[config.mk]
export PLATFORM = sky130hd
export DESIGN_NAME = rdt_standby_ctrl
export DESIGN_NICKNAME = d
export VERILOG_FILES = /design/src/rtl/rdt_pkg.sv /design/src/rtl/rdt_wake_timer.sv /design/src/rtl/rdt_idle_monitor.sv /design/src/rtl/rdt_standby_ctrl.sv
export SDC_FILE = /design/constraint.sdc
export NUM_CORES = 1
export LEC_CHECK = 0
export ABC_AREA = 0
export BUFFER_PORTS_ARGS = -buffer_cell sky130_fd_sc_hd__buf_4
export CAP_MARGIN = 10
export CORE_MARGIN = 2
export CORE_UTILIZATION = 53
export DETAILED_ROUTE_END_ITERATION = 8
export PLACE_DENSITY = 0.78
export SETUP_SLACK_MARGIN = 0.05
export SYNTH_ARGS = -nofsm -noshare
export SYNTH_HDL_FRONTEND = slang
export SYNTH_SLANG_ARGS = --single-unit
[constraint.sdc]
create_clock -name clk -period 2.45 [get_ports clk]
set_input_delay 0 -clock clk [delete_from_list [all_inputs] [get_ports clk]]
set_output_delay 0 -clock clk [all_outputs]
set_load 0.05 [all_outputs]
[src/rtl/rdt_pkg.sv]
package rdt_pkg;
    typedef enum logic [2:0] {
        ST_OFF  = 3'd0,
        ST_WAKE = 3'd1,
        ST_IDLE = 3'd2,
        ST_READ = 3'd3,
        ST_GAP  = 3'd4,
        ST_STBY = 3'd5
    } rdt_state_e;
endpackage

[src/rtl/rdt_wake_timer.sv]
module rdt_wake_timer #(
    parameter int WAKE_W = 8
) (
    input  logic              clk,
    input  logic              rst_n,
    input  logic              run,
    input  logic [WAKE_W-1:0] limit,
    output logic              done
);
    logic [WAKE_W-1:0] cnt;

    always_ff @(posedge clk or negedge rst_n) begin
        if (!rst_n)
            cnt <= '0;
        else if (!run || done)
            cnt <= '0;
        else
            cnt <= cnt + 1'b1;
    end

    assign done = run && (cnt == limit);
endmodule

[src/rtl/rdt_idle_monitor.sv]
module rdt_idle_monitor #(
    parameter int THR_W = 10
) (
    input  logic             clk,
    input  logic             rst_n,
    input  logic             clr,
    input  logic [THR_W-1:0] thr,
    output logic             expired
);
    logic [THR_W-1:0] cnt;

    always_ff @(posedge clk or negedge rst_n) begin
        if (!rst_n)
            cnt <= '0;
        else if (clr)
            cnt <= '0;
        else if (cnt != thr)
            cnt <= cnt + 1'b1;
    end

    assign expired = (thr != '0) && (cnt == thr);
endmodule

[src/rtl/rdt_standby_ctrl.sv]
module rdt_standby_ctrl
    import rdt_pkg::*;
#(
    parameter int THR_W  = 10,
    parameter int WAKE_W = 8,
    parameter int FAST_W = 4
) (
    input  logic              clk,
    input  logic              rst_n,
    input  logic              rd_mode,
    input  logic              req,
    input  logic [THR_W-1:0]  cfg_thr,
    input  logic [WAKE_W-1:0] cfg_wake,
    input  logic [FAST_W-1:0] cfg_fast,
    input  logic              cfg_prot,
    output logic              ready,
    output logic              cell_en,
    output logic              cell_rd_en
);
    localparam logic [FAST_W-1:0] FAST_ONE = FAST_W'(1);

    rdt_state_e state, nxt;
    logic       wake_done;
    logic       idle_expired;
    logic       idle_clr;
    logic       gap_two;

    assign gap_two  = cfg_prot && (cfg_fast == FAST_ONE);
    assign idle_clr = (state != ST_IDLE) || req;

    rdt_wake_timer #(.WAKE_W(WAKE_W)) u_wake (
        .clk   (clk),
        .rst_n (rst_n),
        .run   (state == ST_WAKE),
        .limit (cfg_wake),
        .done  (wake_done)
    );

    rdt_idle_monitor #(.THR_W(THR_W)) u_idle (
        .clk     (clk),
        .rst_n   (rst_n),
        .clr     (idle_clr),
        .thr     (cfg_thr),
        .expired (idle_expired)
    );

    always_ff @(posedge clk or negedge rst_n) begin
        if (!rst_n)
            state <= ST_OFF;
        else
            state <= nxt;
    end

    always_comb begin
        nxt = state;
        unique case (state)
            ST_OFF:  nxt = ST_WAKE;
            ST_WAKE: if (wake_done) nxt = ST_IDLE;
            ST_IDLE: begin
                if (req)               nxt = ST_READ;
                else if (idle_expired) nxt = ST_STBY;
            end
            ST_READ: nxt = gap_two ? ST_GAP : ST_IDLE;
            ST_GAP:  nxt = ST_IDLE;
            ST_STBY: if (req) nxt = ST_WAKE;
            default: nxt = ST_OFF;
        endcase
        if (!rd_mode)
            nxt = ST_OFF;
    end

    always_comb begin
        ready      = 1'b0;
        cell_en    = 1'b0;
        cell_rd_en = 1'b0;
        unique case (state)
            ST_OFF:  ;
            ST_WAKE: cell_en = 1'b1;
            ST_IDLE: begin
                cell_en = 1'b1;
                ready   = 1'b1;
            end
            ST_READ: begin
                cell_en    = 1'b1;
                cell_rd_en = 1'b1;
            end
            ST_GAP:  cell_en = 1'b1;
            ST_STBY: ;
            default: ;
        endcase
    end
endmodule

==> results of run 1 <==
per-stage QoR:
stage	utilization, %	instance area [um2]	std cells	power [uW]	setup WS [ps]
6_report	65.9	1600	203	687	528
5_1_grt	65.9	1600	203	723	355
4_1_cts	65.9	1600	203	693	544
3_5_place_dp	64.0	1560	197	519	579
3_3_place_gp	64.0	1560	197	513	670
2_1_floorplan	-	1340	144	453	242
sequential cells by signal (all words and copies together), names as in the netlist:
register / flops
state: 3
u_wake.cnt: 8
u_idle.cnt: 10
kinds of logic after synthesis:
kind of cell / Yosys count / synth area share, %
simple gates: 60 / 24.3
xor+xnor: 30 / 19.6
flops: 21 / 39.3
compound gates: 20 / 10.3
buf+inv: 10 / 3.92
fa+ha+maj: 2 / 1.87
mux: 1 / 0.748
worst min path at each step:
| stage | from | endpoint | slack (ps) | depth (start not counted) |
|---|---|---|---|---|
| 6_report | req | state[2] | 9 | 4 |
| 5_1_grt | req | state[2] | 40 | 4 |
| 3_3_place_gp | rst_n | u_idle.cnt[3] | -100 | 1 |
| 2_1_floorplan | rst_n | state[0] | -300 | 0 |
| 3_5_place_dp | rst_n | u_idle.cnt[3] | -100 | 1 |
| 4_1_cts | req | state[2] | 0.5 | 4 |
tightest hold or removal path: cells and delay by family:
kind,cells,cell delay (ps)
compound gates,1,60
simple gates,2,120
buf+inv,1,100
per-layer routing:
layer | vias up | routed length (um) | GRT usage (%)
met5 | - | 0 | 0
met4 | 0 | 80 | 11.7
met3 | 9 | 143 | 3.28
met2 | 35 | 1540 | 41.6
met1 | 562 | 1300 | 28.4
li1 | 568 | - | -
power groups by stage:
stage,clock network [uW],registers [uW],logic (uW)
after global routing,190,372,161
after CTS,178,370,146
after global placement,0,376,137
after detailed placement,0,377,142
final,173,370,145
after floorplan,0,370,82.7
layout make-up:
class                      instances  area (um2)  area share, %
timing repair buffer              31         238           14.8
multi-input combinational        113         761           47.5
tap                               30        37.5           2.34
clock buffer                       4        26.3           1.64
sequential                        21         526           32.8
inverter                           4        15.0          0.937
placed cells by master (no fill, tap or decap), types with 2 or more instances in the layout:
cell type / instances
a21oi_1: 6
a31oi_1: 3
and3_1: 2
buf_4: 29
clkbuf_4: 3
dfrtp_1: 21
dlygate4sd3_1: 2
ha_1: 2
inv_1: 4
nand2_1: 6
nand2b_1: 2
nand3_1: 8
nand4_1: 3
nor2_1: 22
nor4_1: 5
nor4_2: 2
o21ai_0: 2
o31ai_1: 3
or4_1: 3
xnor2_1: 9
xor2_1: 21
==> flow_metrics.env, run 1 <==
export IMPL_fin_skew_ps=4.79
export IMPL_slew_viol_final=0
export IMPL_status="complete, no violations"
export IMPL_slowest_stage="nor4_2"
export IMPL_peakVddDrop_v=0.000330
export IMPL_dr_first_iter_drc_count=36
export IMPL_synth_most_common_cell="nor2_1"
export IMPL_criticalPathCategory="register to register"
export IMPL_p_clk_share_pct=25.1
export IMPL_dp_hpwl_um=2300
export IMPL_htreeDepth=1
export IMPL_gp_congestion=0.865
export IMPL_cp_required_ps=2680
export IMPL_cts_sinks=21
export IMPL_crit_start="u_idle.cnt[6]"
export IMPL_reg2reg_depth=5
export IMPL_worstReg2RegStart="u_idle.cnt[6]"
export IMPL_port_buffers=29
export IMPL_ys_seq_elements=21
export IMPL_rows=18
export IMPL_io_pin_count=30
export IMPL_endpoint="state[0]"
export IMPL_syn_to_final_growth_pct=19.7
export IMPL_synth_area_top_cells="dfrtp_1 39%, xor2_1 14%, nor2_1 6.2%, xnor2_1 5.9%, nand3_1 3.0%"
export IMPL_cp_arrival_ps=2150
export IMPL_numCtsBuffers=3
export IMPL_max_freq_mhz=520
export IMPL_worst_pin_slew_ps=520
export IMPL_vias_per_cell=5.78
export IMPL_firstDrtPassIters=4
export IMPL_overflow=0
export IMPL_layout_nets=203
export IMPL_avgSynthCellArea_um2=9.30
export IMPL_critPathCaptureType="register"
export IMPL_yosysWarnings=0
export IMPL_cellPowerDensity_nw_per_um2=429
export IMPL_cts_hold_buf=2
export IMPL_p_comb_share_pct=21.1
export IMPL_swShare_pct=29.7
export IMPL_drv_cap=0
export IMPL_wl_um=3060
export IMPL_coreArea_um2=2430
export IMPL_postSynthCellCount=144
export IMPL_drive_gt1_share_pct=22.0
export IMPL_clk_latency_ps=310
export IMPL_max_stage_delay_ps=520
export IMPL_ys_async_sr_fraction_pct=100
export IMPL_clk_pin_slew_ps=120
export IMPL_p_leak_uw=0.000715
export IMPL_grt_pass1_wl_um=5000
export IMPL_start_util_pct=55.0
export IMPL_crit_buf_inv=0
export IMPL_grt_use_total_pct=23.8
export IMPL_setup_viol=0
export IMPL_rr_endpoint="state[0]"
export IMPL_hold_viol=0
export IMPL_hold_path_class="primary input to register"
export IMPL_cts_setup_buffers=0
export IMPL_synth_edf_count=0
export IMPL_crit_chain="xor2_1, nor4_2, and3_4, nand3_1, a41oi_2"
export IMPL_syn_nets=173
export IMPL_final_antenna_net_count=0
export IMPL_timing_final_crit_share_pct=78.5
export IMPL_tritoncts="yes"
export IMPL_die_w_um=54.3
export IMPL_dieArea_um2=2940
export IMPL_seqPwrFrac_pct=53.8
export IMPL_relSlewSlack_pct=65.0
export IMPL_antenna_cells=0
export IMPL_antenna_found_initial=0
export IMPL_cts_root_buf="clkbuf_4"
export IMPL_worst_path_stages=5
export IMPL_rsz0062_at_grt="false"
export IMPL_synth_top_area_share_pct=39.3
export IMPL_grt_max_degree=22
export IMPL_setup_tns_ps=0
export IMPL_dominantRegCellSynth="dfrtp_1"
export IMPL_chipHeight_um=54.3
export IMPL_netlist_area_um2=1340
export IMPL_yosys_area_top_type="dfrtp_1"
export IMPL_min_period_ps=1920
export IMPL_synthDistinctLibCells=35
export IMPL_ys_seq_area_share_pct=39.3
export IMPL_cts_buffer_depth=2
export IMPL_first_global_vias=1151
export IMPL_cp_top_family="simple AND/OR/NAND/NOR gates"
export IMPL_internal_power_uw=483
export IMPL_holdWs_ps=8.90
export IMPL_drc=0
export IMPL_synthTopCellsByCount="22 x nor2_1, 21 x dfrtp_1, 21 x xor2_1"
export IMPL_switchingPower_uw=204
export IMPL_cp_start_kind="register"
export IMPL_vias=1174
export IMPL_cts_resized=0
export IMPL_cp_max_fo=12
export IMPL_wl_per_cell_um=15.1
export IMPL_fill_cells=197
export IMPL_regToRegSetupSlack_ps=530
No activity file was read; power rests on OpenSTA's default activity.
==> run 2, diff against run 1 <==
--- a/config.mk
+++ b/config.mk
@@ -9,9 +9,9 @@
 export BUFFER_PORTS_ARGS = -buffer_cell sky130_fd_sc_hd__buf_4
 export CAP_MARGIN = 10
 export CORE_MARGIN = 2
-export CORE_UTILIZATION = 53
+export CORE_UTILIZATION = 48
 export DETAILED_ROUTE_END_ITERATION = 8
-export PLACE_DENSITY = 0.78
+export PLACE_DENSITY = 0.75
 export SETUP_SLACK_MARGIN = 0.05
 export SYNTH_ARGS = -nofsm -noshare
 export SYNTH_HDL_FRONTEND = slang
==> constraint.sdc (replaced) <==
create_clock -name clk -period 1.7 [get_ports clk]
set_input_delay 0 -clock clk [delete_from_list [all_inputs] [get_ports clk]]
set_output_delay 0 -clock clk [all_outputs]
set_load 0.05 [all_outputs]
==> run 2 against run 1 <==
The run now ends with negative setup slack left. Hold slack better by 25 ps. Power up 47%. Sequential cell count unchanged. Highest routed layer unchanged. Largest power group unchanged. Final cell count up 7.9%. Count of clock-buffer cells in the layout unchanged. Die area up 9.6%. Sequential share of layout area down 3.4 points. Non-clock buffer count up 14. Critical path depth unchanged. Clock skew down 1.6 ps. First-iteration DRC count down 36%. Via count up 7.6%.
==> flow_metrics.env, run 2 (synthesized netlist as in run 1, its figures left out) <==
export IMPL_fin_skew_ps=3.17
export IMPL_dpl_cell_area_um2=1630
export IMPL_violations="negative setup slack"
export IMPL_antenna_cells=0
export IMPL_grt_pass1_wl_um=5480
export IMPL_tritoncts="yes"
export IMPL_wl_per_cell_um=15.5
export IMPL_clk_pin_slew_ps=120
export IMPL_rows=19
export IMPL_multi_input_area_um2=845
export IMPL_layout_nets=218
export IMPL_dp_hpwl_um=2470
export IMPL_chipHeight_um=56.8
export IMPL_cp_start_kind="register"
export IMPL_rsz0062_at_grt="true"
export IMPL_io_pin_count=30
export IMPL_dpl_worst_slack_ps=-19.8
export IMPL_largest_register="u_idle.cnt"
export IMPL_hold_path_class="primary input to register"
export IMPL_layout_commonest_cell="buf_4"
export IMPL_regArea_um2=527
export IMPL_wl_um=3390
export IMPL_criticalPathCategory="register to register"
export IMPL_total_power_uw=1010
export IMPL_cp_arrival_ps=1950
export IMPL_largestRegisters="u_idle.cnt x10, u_wake.cnt x8, state x3"
export IMPL_cellPowerDensity_nw_per_um2=563
export IMPL_final_antenna_net_count=0
export IMPL_syn_to_final_growth_pct=34.0
export IMPL_final_cell_mix="43 x buf_4, 22 x nor2_1, 20 x dfrtp_1, 18 x xor2_1, 9 x xnor2_1"
export IMPL_numCtsBuffers=3
export IMPL_firstDrtPassIters=4
export IMPL_hold_start="req"
export IMPL_hold_viol=0
export IMPL_die_w_um=56.8
export IMPL_drc=0
export IMPL_fin_ws_ps=-18.8
export IMPL_grt_max_degree=22
export IMPL_antenna_found_initial=0
export IMPL_slowest_stage="or4_4"
export IMPL_fin_area_um2=1790
export IMPL_setup_tns_ps=-18.8
export IMPL_critPathCaptureType="register"
export IMPL_cp_required_ps=1930
export IMPL_slew_viol_final=0
export IMPL_p_leak_uw=0.000796
export IMPL_max_freq_mhz=582
export IMPL_status="complete, but fails checks"
export IMPL_cts_sinks=21
export IMPL_setup_viol=1
export IMPL_first_global_vias=1232
export IMPL_peakVddDrop_v=0.000474
export IMPL_fill_cells=226
export IMPL_dr_first_iter_drc_count=23
export IMPL_worst_pin_slew_ps=442
export IMPL_relSlewSlack_pct=70.5
export IMPL_cts_root_buf="clkbuf_4"
export IMPL_vias=1263
export IMPL_worstReg2RegStart="u_idle.cnt[9]"
export IMPL_timing_final_crit_share_pct=101
export IMPL_vias_per_cell=5.77
export IMPL_drv_cap=0
export IMPL_largest_reg_flops=10
export IMPL_htreeDepth=1
export IMPL_clk_latency_ps=300
export IMPL_gp_congestion=0.854
export IMPL_cp_max_fo=6
export IMPL_min_period_ps=1720
export IMPL_crit_start="u_idle.cnt[9]"
export IMPL_coreArea_um2=2710
export IMPL_cts_buffer_depth=2
export IMPL_start_util_pct=49.4
export IMPL_dieArea_um2=3230
export IMPL_drive_gt1_share_pct=34.6
export IMPL_max_stage_delay_ps=530
export IMPL_grt_use_total_pct=21.9
export IMPL_overflow=0
export IMPL_port_buffers=29
export IMPL_crit_chain="xor2_1, nor4_2, and3_4, or4_4, a21oi_2"
[run 2: worst max-delay path: cells and delay by family (launching register included)]
family / cells / cell delay (ps)
AOI/OAI and AO/OA: 1 / 180
xor gates and xnor gates: 1 / 210
DFF: 1 / 420
and+or+nand+nor: 3 / 830
[run 2: metrics by stage]
stage	instances	hold slack [ps]	util (%)
finish	219	34.3	66.2
global route	219	50.4	66.2
CTS	218	16.3	63.6
detailed placement	206	-97.3	60.1
global placement	206	-104	60.1
floorplan	144	-296	-
[run 2: what timing repair did]
item                       4_1_cts  5_1_grt
setup buffers                    5        1
gates cloned                     1        0
hold endpoints to repair        24        0
pin swaps                        7       11
hold buffers                     2        0
setup endpoints to repair        5       12
gates resized for setup          1       12
[run 2: final timing paths]
| kind | cells past startpoint | endpoint | slack, ps |
|---|---|---|---|
| max | 5 | u_idle.cnt[7] | -20 |
| min | 4 | state[2] | 30 |
| max reg2reg | 5 | u_idle.cnt[7] | -20 |
| min reg2reg | 1 | u_wake.cnt[0] | 510 |
| max in group asynchronous | 2 | u_idle.cnt[6] | 1370 |
| min in group asynchronous | 2 | u_idle.cnt[3] | 100 |
[run 2: layout make-up]
type | instances | area share, %
clock buffer | 4 | 1.46
timing repair buffer | 45 | 19.1
tap | 31 | 2.16
multi-input combinational | 114 | 47.1
sequential | 21 | 29.4
inverter | 4 | 0.837
[run 2: metal layers]
layer | wire length, um | part of all wire (%) | track usage, %
met1 | 1370 | 40 | 26.7
met2 | 1770 | 52 | 38.7
met3 | 155 | 4.6 | 2.53
met4 | 97 | 2.9 | 9.63
met5 | 0 | 0 | 0
[run 2: report_power, final]
group / total, uW / internal [uW] / switching, uW
registers: 533 / 513 / 20.1
clock network: 245 / 91.5 / 153
logic: 232 / 106 / 127
total: 1010 / 710 / 300
==> run 3, diff against run 2 <==
--- a/config.mk
+++ b/config.mk
@@ -11,8 +11,8 @@
 export CORE_MARGIN = 2
 export CORE_UTILIZATION = 48
 export DETAILED_ROUTE_END_ITERATION = 8
-export PLACE_DENSITY = 0.75
-export SETUP_SLACK_MARGIN = 0.05
+export PLACE_DENSITY = 0.79
+export SETUP_SLACK_MARGIN = 0.4
 export SYNTH_ARGS = -nofsm -noshare
 export SYNTH_HDL_FRONTEND = slang
 export SYNTH_SLANG_ARGS = --single-unit
==> run 3 against run 2 <==
The flow still finishes with violations (negative setup slack). Via count is 3.3% higher. Clock skew is 3.9 ps higher. Die area stayed put. Power is 6.7% higher. Sequential cell count stayed put. Non-clock buffer count is 7 higher. Final cell count is 3.2% higher. Design area is 6.8% higher. Critical endpoint is now u_idle.cnt[1].
==> flow_metrics.env, run 3 (synthesized netlist as in run 1, its figures left out) <==
export IMPL_drc=0
export IMPL_cts_buffer_depth=2
export IMPL_regToRegSetupSlack_ps=-8
export IMPL_worst_pin_slew_ps=410
export IMPL_seqPwrFrac_pct=49.2
export IMPL_dieArea_um2=3230
export IMPL_drive_gt1_share_pct=41.0
export IMPL_peakVddDrop_v=0.000582
export IMPL_rr_endpoint="u_idle.cnt[1]"
export IMPL_cts_root_buf="clkbuf_4"
export IMPL_switchingPower_uw=327
export IMPL_fin_skew_ps=7.04
export IMPL_port_buffers=29
export IMPL_criticalPathCategory="register to register"
export IMPL_min_delay_path_depth=4
export IMPL_largest_reg_flops=10
export IMPL_clk_pin_slew_ps=120
export IMPL_coreArea_um2=2710
export IMPL_hold_end="state[2]"
export IMPL_rsz0062_at_grt="true"
export IMPL_total_power_uw=1080
export IMPL_drv_cap=0
export IMPL_largestRegisters="u_idle.cnt x10, u_wake.cnt x8, state x3"
export IMPL_hold_viol=0
export IMPL_gp_congestion=0.864
export IMPL_final_cell_mix="44 x buf_4, 20 x dfrtp_1, 17 x xor2_1, 15 x nor2_1"
export IMPL_grt_pass1_wl_um=5660
export IMPL_numCtsBuffers=3
export IMPL_cp_arrival_ps=1890
export IMPL_p_clk_share_pct=22.8
export IMPL_dr_first_iter_drc_count=59
export IMPL_setup_viol=1
export IMPL_hold_path_class="primary input to register"
export IMPL_reg2reg_depth=5
export IMPL_cellPowerDensity_nw_per_um2=562
export IMPL_antenna_cells=0
export IMPL_die_w_um=56.8
export IMPL_final_antenna_net_count=0
export IMPL_worstReg2RegStart="u_idle.cnt[4]"
export IMPL_slew_viol_final=0
export IMPL_grt_use_total_pct=22.6
export IMPL_max_freq_mhz=586
export IMPL_swShare_pct=30.4
export IMPL_p_comb_share_pct=28.0
export IMPL_hold_start="req"
export IMPL_clk_latency_ps=310
export IMPL_largest_register="u_idle.cnt"
export IMPL_wl_per_cell_um=16.0
export IMPL_cp_start_kind="register"
export IMPL_rows=19
export IMPL_status="complete, but fails checks"
export IMPL_p_leak_uw=0.000845
export IMPL_fin_ws_ps=-7.72
export IMPL_first_global_vias=1255
export IMPL_io_pin_count=30
export IMPL_dp_hpwl_um=2380
export IMPL_layout_commonest_cell="buf_4"
export IMPL_grt_max_degree=22
export IMPL_holdWs_ps=32.2
export IMPL_min_period_ps=1710
export IMPL_vias_per_cell=5.77
export IMPL_cp_required_ps=1880
export IMPL_syn_to_final_growth_pct=43.1
export IMPL_vias=1305
export IMPL_cts_sinks=21
export IMPL_timing_final_crit_share_pct=100
export IMPL_critPathCaptureType="register"
export IMPL_start_util_pct=49.4
export IMPL_wl_um=3620
export IMPL_overflow=0
export IMPL_tritoncts="yes"
export IMPL_violations="negative setup slack"
export IMPL_internal_power_uw=749
export IMPL_layout_nets=225
export IMPL_relSlewSlack_pct=72.4
export IMPL_htreeDepth=1
export IMPL_firstDrtPassIters=4
export IMPL_cp_max_fo=6
export IMPL_antenna_found_initial=0
export IMPL_chipHeight_um=56.8
==> run 3: cell count changes in the layout (fill, tap and decap cells not counted), sizes merged <==
cell | previous run | this run
buf | 43 | 50
==> run 3: cell type report <==
type | instances | area (um2)
clock buffers | 4 | 26.3
fillers | 214 | 795
inverters | 4 | 15.0
multi-input cells | 114 | 887
flip-flops and latches | 21 | 527
well taps | 31 | 38.8
repair buffers | 52 | 422
==> run 3: metal layers <==
metal	wire (um)	track usage [%]	vias to the layer above
met4	104	6.31	0
met2	1920	42.4	68
met5	0	0	-
met3	215	3.23	13
li1	-	-	606
met1	1370	26.6	618
==> run 3: through the flow <==
stage	setup TNS, ps	std cells	cell area [um2]	setup slack [ps]	util [%]
after detailed placement	-22.9	207	1640	-22.9	60.7
after CTS	0	221	1770	49.9	65.3
final	-7.72	226	1920	-7.72	70.7
after global placement	0	207	1640	109	60.7
after floorplan	-62.2	144	1360	-31.4	-
after global routing	-396	226	1920	-91.7	70.7
==> run 3: repair_timing <==
action                                  CTS  global route
pin swaps                                 9             7
setup buffers                             7             5
endpoints found under the hold margin    24             0
endpoints found under the setup margin   23            23
gates cloned                              1             0
gates resized for setup                   5            26
hold buffers                              2             0
==> run 3: worst max path at each step <==
stage	end	cells past startpoint	startpoint	slack, ps
final	u_idle.cnt[1]	5	u_idle.cnt[4]	-8
after global routing	u_idle.cnt[1]	5	u_idle.cnt[4]	-90
after CTS	u_idle.cnt[8]	5	u_idle.cnt[7]	50
after detailed placement	u_idle.cnt[7]	5	u_idle.cnt[7]	-20
after global placement	u_idle.cnt[7]	5	u_idle.cnt[7]	110
after floorplan	u_idle.cnt[1]	6	u_idle.cnt[6]	-30
==> run 3: power by group through the flow <==
stage               Sequential, uW  Combinational, uW  Clock [uW]
floorplan                      533                131           0
global route                   532                326         275
detailed placement             538                228           0
finish                         530                301         246
global placement               538                221           0
CTS                            526                246         245
==> run 3: critical path, stage by stage, from the launching register on <==
cell and delay [ps]:
dfrtp_1 420, xor2_1 160, nor4_2 420, and3_4 320, mux2i_1 210, nor2_1 60
